**config.mk**
```make
export PLATFORM = sky130hd
export DESIGN_NAME = psw_ctrl
export DESIGN_NICKNAME = d
export VERILOG_FILES = /design/src/rtl/psw_pkg.sv /design/src/rtl/psw_asc_dec.sv /design/src/rtl/psw_state.sv /design/src/rtl/psw_ipm.sv /design/src/rtl/psw_ctrl.sv
export SDC_FILE = /design/constraint.sdc
export NUM_CORES = 1
export LEC_CHECK = 0
export ABC_AREA = 0
export ABC_CLOCK_PERIOD_IN_PS = 2600
export BUFFER_PORTS_ARGS = -buffer_cell sky130_fd_sc_hd__buf_2
export CAP_MARGIN = 30
export CORE_AREA = 4 4 177 179
export CTS_CLUSTER_DIAMETER = 80
export DETAILED_ROUTE_END_ITERATION = 12
export DIE_AREA = 0 0 181 183
export GPL_TIMING_DRIVEN = 0
export SLEW_MARGIN = 20
export SYNTH_ARGS = -nofsm -noshare
export SYNTH_HDL_FRONTEND = slang
export SYNTH_SLANG_ARGS = --single-unit
```
**constraint.sdc**
```tcl
create_clock -name clk_i -period 2.6 [get_ports clk_i]
set_clock_uncertainty 0.2 [all_clocks]
set_input_delay 0.52 -clock clk_i [delete_from_list [all_inputs] [get_ports clk_i]]
set_output_delay 0.52 -clock clk_i [all_outputs]
set_load 0.05 [all_outputs]
```
**src/rtl/psw_pkg.sv**
```systemverilog
package psw_pkg;
  localparam int unsigned XLEN      = 64;
  localparam int unsigned ASC_LSB   = 46;
  localparam int unsigned PM_LSB    = 40;
  localparam int unsigned PM_W      = 4;
  localparam int unsigned CODE_LSB  = 8;
  localparam int unsigned CODE_W    = 4;
  localparam int unsigned ILC_W     = 2;
  localparam logic [1:0]  SPEC_ILC  = 2'd2;

  typedef enum logic [1:0] {
    ASC_PRI  = 2'b00,
    ASC_AR   = 2'b01,
    ASC_SEC  = 2'b10,
    ASC_HOME = 2'b11
  } asc_e;
endpackage

```
**src/rtl/psw_asc_dec.sv**
```systemverilog
module psw_asc_dec
  import psw_pkg::*;
(
  input  logic [CODE_W-1:0] code_i,
  output logic              ok_o,
  output asc_e              mode_o
);
  // sparse code space: only 0, 1 and 3 are defined
  always_comb begin
    ok_o   = 1'b1;
    mode_o = ASC_PRI;
    case (code_i)
      4'h0:    mode_o = ASC_PRI;
      4'h1:    mode_o = ASC_SEC;
      4'h3:    mode_o = ASC_HOME;
      default: ok_o   = 1'b0;
    endcase
  end
endmodule

```
**src/rtl/psw_state.sv**
```systemverilog
module psw_state
  import psw_pkg::*;
#(
  parameter int unsigned W = XLEN
) (
  input  logic             clk_i,
  input  logic             rst_ni,
  input  logic             ld_i,
  input  logic [W-1:0]     ld_mask_i,
  input  logic [W-1:0]     ld_addr_i,
  input  logic             sac_i,
  input  logic             sac_ok_i,
  input  asc_e             sac_mode_i,
  output logic [W-1:0]     mask_o,
  output logic [W-1:0]     addr_o,
  output logic             flush_o,
  output logic             exc_o,
  output logic [ILC_W-1:0] ilc_o
);
  always_ff @(posedge clk_i or negedge rst_ni) begin
    if (!rst_ni) begin
      mask_o  <= '0;
      addr_o  <= '0;
      flush_o <= 1'b0;
      exc_o   <= 1'b0;
      ilc_o   <= '0;
    end else begin
      flush_o <= ld_i;
      exc_o   <= 1'b0;
      if (ld_i) begin
        // load wins over a concurrent set-mode
        mask_o <= ld_mask_i;
        addr_o <= ld_addr_i;
      end else if (sac_i) begin
        if (sac_ok_i) begin
          mask_o[ASC_LSB +: 2] <= sac_mode_i;
        end else begin
          exc_o <= 1'b1;
          ilc_o <= SPEC_ILC;
        end
      end
    end
  end

  p_good_code_r2: assert property (@(posedge clk_i) disable iff (!rst_ni)
    (sac_i && sac_ok_i && !ld_i) |=> mask_o[ASC_LSB +: 2] == $past(sac_mode_i));
  p_bad_code_keeps_r3: assert property (@(posedge clk_i) disable iff (!rst_ni)
    (sac_i && !sac_ok_i && !ld_i) |=> ($stable(mask_o) && exc_o && ilc_o == SPEC_ILC));
  p_load_both_r7: assert property (@(posedge clk_i) disable iff (!rst_ni)
    ld_i |=> (mask_o == $past(ld_mask_i) && addr_o == $past(ld_addr_i)));
  p_flush_after_load_r8: assert property (@(posedge clk_i) disable iff (!rst_ni)
    ld_i |=> flush_o);
  p_no_flush_idle_r8: assert property (@(posedge clk_i) disable iff (!rst_ni)
    !ld_i |=> !flush_o);
  p_load_masks_exc_r10: assert property (@(posedge clk_i) disable iff (!rst_ni)
    ld_i |=> !exc_o);
endmodule

```
**src/rtl/psw_ipm.sv**
```systemverilog
module psw_ipm
  import psw_pkg::*;
#(
  parameter int unsigned W = XLEN
) (
  input  logic            clk_i,
  input  logic            rst_ni,
  input  logic            ins_i,
  input  logic [W-1:0]    gr_i,
  input  logic [1:0]      cc_i,
  input  logic [PM_W-1:0] pm_i,
  output logic [W-1:0]    gr_o,
  output logic            vld_o
);
  logic [7:0] unused_gr;
  assign unused_gr = gr_i[31:24];

  always_ff @(posedge clk_i or negedge rst_ni) begin
    if (!rst_ni) begin
      gr_o  <= '0;
      vld_o <= 1'b0;
    end else begin
      vld_o <= ins_i;
      if (ins_i) gr_o <= {gr_i[W-1:32], 2'b00, cc_i, pm_i, gr_i[23:0]};
    end
  end

  p_keep_fields_r4: assert property (@(posedge clk_i) disable iff (!rst_ni)
    ins_i |=> (vld_o && gr_o[W-1:32] == $past(gr_i[W-1:32])
               && gr_o[23:0] == $past(gr_i[23:0]) && gr_o[31:30] == 2'b00));
  p_cc_field_r5: assert property (@(posedge clk_i) disable iff (!rst_ni)
    ins_i |=> gr_o[29:28] == $past(cc_i));
  p_pm_field_r6: assert property (@(posedge clk_i) disable iff (!rst_ni)
    ins_i |=> gr_o[27:24] == $past(pm_i));
endmodule

```
**src/rtl/psw_ctrl.sv**
```systemverilog
module psw_ctrl
  import psw_pkg::*;
(
  input  logic             clk_i,
  input  logic             rst_ni,
  input  logic             ins_i,
  input  logic [63:0]      ins_gr_i,
  input  logic [1:0]       cc_i,
  input  logic             sac_i,
  input  logic [63:0]      sac_op_i,
  input  logic             ld_i,
  input  logic [63:0]      ld_mask_i,
  input  logic [63:0]      ld_addr_i,
  output logic [63:0]      gr_o,
  output logic             gr_vld_o,
  output logic [1:0]       mode_o,
  output logic [63:0]      psw_mask_o,
  output logic [63:0]      psw_addr_o,
  output logic             flush_o,
  output logic             spec_exc_o,
  output logic [ILC_W-1:0] ilc_o
);
  logic sac_ok;
  asc_e sac_mode;
  logic unused_op;

  // only the mode code field of the operand is examined
  assign unused_op = ^{sac_op_i[XLEN-1:CODE_LSB+CODE_W], sac_op_i[CODE_LSB-1:0]};

  psw_asc_dec u_dec (
    .code_i (sac_op_i[CODE_LSB +: CODE_W]),
    .ok_o   (sac_ok),
    .mode_o (sac_mode)
  );

  psw_state #(.W(XLEN)) u_state (
    .clk_i      (clk_i),
    .rst_ni     (rst_ni),
    .ld_i       (ld_i),
    .ld_mask_i  (ld_mask_i),
    .ld_addr_i  (ld_addr_i),
    .sac_i      (sac_i),
    .sac_ok_i   (sac_ok),
    .sac_mode_i (sac_mode),
    .mask_o     (psw_mask_o),
    .addr_o     (psw_addr_o),
    .flush_o    (flush_o),
    .exc_o      (spec_exc_o),
    .ilc_o      (ilc_o)
  );

  // insert reads the registered mask, so a same-cycle load is not yet visible
  psw_ipm #(.W(XLEN)) u_ipm (
    .clk_i  (clk_i),
    .rst_ni (rst_ni),
    .ins_i  (ins_i),
    .gr_i   (ins_gr_i),
    .cc_i   (cc_i),
    .pm_i   (psw_mask_o[PM_LSB +: PM_W]),
    .gr_o   (gr_o),
    .vld_o  (gr_vld_o)
  );

  assign mode_o = psw_mask_o[ASC_LSB +: 2];

  p_reset_quiet_r1: assert property (@(posedge clk_i) disable iff (!rst_ni)
    $rose(rst_ni) |-> (!spec_exc_o && !flush_o && !gr_vld_o));
  p_ins_old_pm_r9: assert property (@(posedge clk_i) disable iff (!rst_ni)
    (ins_i && ld_i) |=> gr_o[27:24] == $past(psw_mask_o[PM_LSB +: PM_W]));
endmodule

```
; Yosys cells after proc, flatten, opt, wreduce, memory -nomap -nowiden
; Index checks and enable logic that the tools add are counted.
[classes]
n_eq_ne = 2
mux = 8
bitwise_logic = 2
n_reduce_logical = 6
[ops]
columns = cell, n
row1 = 2-bit 2-to-1 mux, 3
row2 = 4-bit by 1-bit == test with 1-bit output (second input constant), 1
row3 = 4-bit by 2-bit == test with 1-bit output (second input constant), 1
row4 = 4-bit logical NOT, 1
row5 = 1-bit 2-to-1 mux, 4
row6 = 2-bit case mux with 2 select lines, 1
row7 = 2-bit nonzero test, 2
row8 = 3-bit AND reduction, 1
row9 = 3-bit OR reduction, 1
row10 = 1-bit NOT, 2
row11 = 2-bit AND reduction, 1
[word_totals]
register_bits = 194
inputBits = 263
out_inout_bits = 199
wordCells = 26

; Depth between registers and ports, before layout
[depth]
word_depth = 6
ltp_mapped = 5
ltp_nobuf = 3

; Cells and area by module
; From an unflattened synthesis, not the netlist that was laid out.
[unflattened]
cells_unflattened = 425
hier_area_um2 = 7942.6
[by_module_without_submodules]
columns = mod, instances, cells_each, area_per_inst_um2, seq_area_each_um2
row1 = psw_state, 1, 284, 5247.5, 3278.1
row2 = psw_ipm, 1, 135, 2650.0, 1576.5
row3 = psw_asc_dec, 1, 4, 30.0, 0.0
row4 = psw_ctrl, 1, 2, 15.0, 0.0

; Least setup slack after synthesis
; OpenSTA, ideal clock, no wires.
[synth_timing]
path_type = flip-flop to output port
from = register u_state.mask_o[47]
to = output port psw_mask_o[47]
arrival_ps = 920
required_time_ps = 1880
setup_slack_ps = 960
path_stages_with_launch = 2
path_buffers = 1
path_cell_list = dfrtp_1 > buf_4
[synth_rtl]
columns = element, line
row1 = from (decl), psw_state.sv:14  ; output logic [W-1:0] mask_o,
row2 = from (signal assigned), psw_state.sv:32  ; mask_o <= ld_mask_i;
row3 = "from (signal, indexed assignment)", psw_state.sv:36  ; mask_o[ASC_LSB +: 2] <= sac_mode_i;
row4 = to (decl), psw_ctrl.sv:17  ; output logic [63:0] psw_mask_o,
; No word-level cell between the ends.

; Final worst setup path
[layout_timing]
from = input port ins_i
to = register u_ipm.gr_o[22]
[layout_rtl]
columns = element, line
row1 = from (decl), psw_ctrl.sv:6  ; input logic ins_i,
row2 = to (signal assigned), psw_ipm.sv:24  ; if (ins_i) gr_o <= {gr_i[W-1:32], 2'b00, cc_i, pm_i, gr_i[23:0]};
row3 = to (decl), psw_ipm.sv:12  ; output logic [W-1:0] gr_o,
; No word-level cell between the ends.

==> key figures <==
STA
  – Minimum clock period: 1.95 ns
  – Setup TNS: 0 ns
  – Final setup violation count: 0
  – Fmax achieved: 512 MHz
  – Slew Limit Fails: 0
  – Final period util: 0.751
  – RSZ-0062 raised after global routing: no
  – WHS: 0.119 ns
  – Final Hold Vio Count: 0

Clocking
  – CTS root buf: clkbuf_16
  – CTS sink cnt: 194
  – Clock H-tree levels: 4
  – CTS Hold Buffers Added: 3
  – Post-CTS Resized: 0
  – Post-CTS setup buffer count: 0
  – Worst-path clk slew: 0.08 ns
  – CTS buffer count: 17
  – Clock latency on the worst-skew pair: 0.42 ns
  – CTS tree: yes
  – Max Buffers Root-to-Sink: 2

Die
  – Io pins: 462
  – Die width: 181 um
  – DIE HEIGHT: 183 um
  – Row cnt: 63
  – Die area: 33100 um2
  – Initial Utilization: 0.259
  – Core ar.: 29600 um2

Power and ir drop
  – Psw: 0.00290 W
  – Internal power: 0.00575 W
  – Clk pwr share: 0.338
  – PD cells: 797 nW/um2
  – Final Power: 0.00865 W
  – Peak VDD IR: 371 uV
  – Comb power frac: 0.259
  – Leakage: 5.49 nW
  – Flop pwr share: 0.402
  – Switch share: 0.335

Cells and area
  – Share of cells above drive strength 1: 0.752
  – Fin cells: 1243
  – Final net count: 1102
  – Area Growth Syn to Fin: 41.8%
  – Final Cell Area: 10900 um2
  – Multi-input logic area: 2580 um2
  – FILL cells: 2856
  – Commonest non-fill, non-tap cell in the layout: buf_2
  – Most frequent cells in the layout: buf_2 (399), dfrtp_1 (194), mux2_4 (97), mux2_2 (91), clkbuf_16 (17)
  – Sequential Area: 4850 um2

GRT
  – Global route overflow: 0
  – Total track usage: 0.124
  – Initial antenna violation count: 1
  – First-pass GRT wire length: 32000 um
  – Vias in the first global route: 5478
  – Largest net degree at the start of global routing: 90

Synth
  – Syn_area_per_cell: 18.1 um2
  – Leading area contributor after synthesis: dfrtp_1
  – Post-Syn Instances: 423
  – Top cells by area, synth: dfrtp_1 (63%), mux2_4 (19%), mux2_2 (13%)
  – Yosys warns: 0
  – Mapped Area: 7660 um2
  – Synth top area share: 0.634
  – Sequential-to-total area share from yosys stat: 0.634
  – Yosys reg bits: 194
  – Synth cell types: 19

Worst setup path
  – Kind of critical path: in -> reg
  – Highest fanout seen on the critical path: 10
  – CP required: 2.70 ns
  – Startpoint class of the critical path: primary input
  – Crit path DAT: 2.05 ns
  – Kind of end point of the critical path: flop

Detailed routing
  – Initial DRC count: 100
  – Total Wirelength: 20900 um
  – 1st-pass router iterations: 4
  – Via Count: 5033
  – Vias per inst: 4.05
  – DRC: 0
  – Final antenna-violating net count: 0
  – WL/cell: 16.8 um

Placement
  – Gp weighted congestion: 0.848
  – Post-DP HPWL: 16000 um
  – Placed Cells: 1207
  – Placed cell area: 10200 um2
  – Port buffer count: 390

Outcome
  – Status: complete, no violations

Run
  – Max-cap violation count: 0

Hold path
  – Worst min path class: in -> reg
-- area by class of cell --
cell class / instances / area share
clock inverter: 14 / 0.0206
sequential: 194 / 0.447
timing repair buffer: 395 / 0.189
clock buffer: 18 / 0.0395
inverter: 2 / 0.000692
buffer: 27 / 0.0209
antenna: 1 / 0.000231
multi-input combinational: 202 / 0.237
tap: 390 / 0.0450
-- layer usage --
metal / vias to the layer above / global-route usage / routed length, um
met5: - / 0 / 0
met3: 27 / 0.0458 / 1820
met2: 258 / 0.208 / 10200
met1: 2439 / 0.145 / 8200
met4: 0 / 0.0528 / 654
li1: 2309 / - / -
-- sequential cells by signal (all words and copies together), names as in the netlist --
signal and cells:
u_state.exc_o 1, u_state.flush_o 1, u_ipm.gr_o 62, u_state.mask_o 64
u_state.ilc_o 1, u_ipm.vld_o 1, u_state.addr_o 64
-- critical path, cell delays in order --
cell	delay, ns
dlygate4sd3_1	0.53
buf_2	0.11
buf_2	0.20
buf_2	0.31
mux2_2	0.38
-- cells in the mapped netlist, drive strengths merged --
library cell,instances
inv,2
a21oi,1
a311oi,2
conb,1
buf,27
nor2,1
or2,1
mux2,188
nand2b,2
nor3,1
a221oi,1
nor4,1
dfrtp,194
nor2b,1
-- per-stage QoR --
| step | setup slack [ns] | util |
|---|---|---|
| 6_report | 0.647 | 0.367 |
| 2_1_floorplan | 0.960 | - |
| 4_1_cts | 0.626 | 0.367 |
| 5_1_grt | 0.597 | 0.367 |
| 3_5_place_dp | 0.731 | 0.344 |
| 3_3_place_gp | -2.59 | 0.342 |
-- path summary, 6_finish.rpt --
| check | cells past startpoint | to | from | slack, ns |
|---|---|---|---|---|
| min in group asynchronous | 2 | u_ipm.gr_o[44]$_DFFE_PN0P_ | rst_ni | 0.32 |
| max in group asynchronous | 3 | u_state.addr_o[13]$_DFFE_PN0P_ | rst_ni | 1.18 |
| min reg2reg | 1 | u_state.ilc_o[1]$_DFFE_PN0P_ | u_state.ilc_o[1]$_DFFE_PN0P_ | 0.28 |
| min | 2 | u_state.addr_o[19]$_DFFE_PN0P_ | ld_addr_i[19] | 0.12 |
| max reg2reg | 2 | u_state.mask_o[47]$_DFFE_PN0P_ | u_state.mask_o[47]$_DFFE_PN0P_ | 1.52 |
| max | 5 | u_ipm.gr_o[22]$_DFFE_PN0P_ | ins_i | 0.65 |
-- cells by family after synthesis --
group | share of synthesized area
buf+inv | 0.0306
compound gates | 0.00572
flops | 0.634
other cells | 0.000490
simple gates | 0.00523
mux | 0.324
-- power by group through the flow --
stage               Combinational (W)  Sequential [W]  Clock [W]
finish                        0.00224         0.00348    0.00293
global route                  0.00234         0.00352    0.00318
CTS                           0.00227         0.00348    0.00305
detailed placement            0.00227         0.00353          0
global placement              0.00224         0.00353          0
floorplan                    0.000514         0.00460          0
No activity file was read; power rests on OpenSTA's default activity.
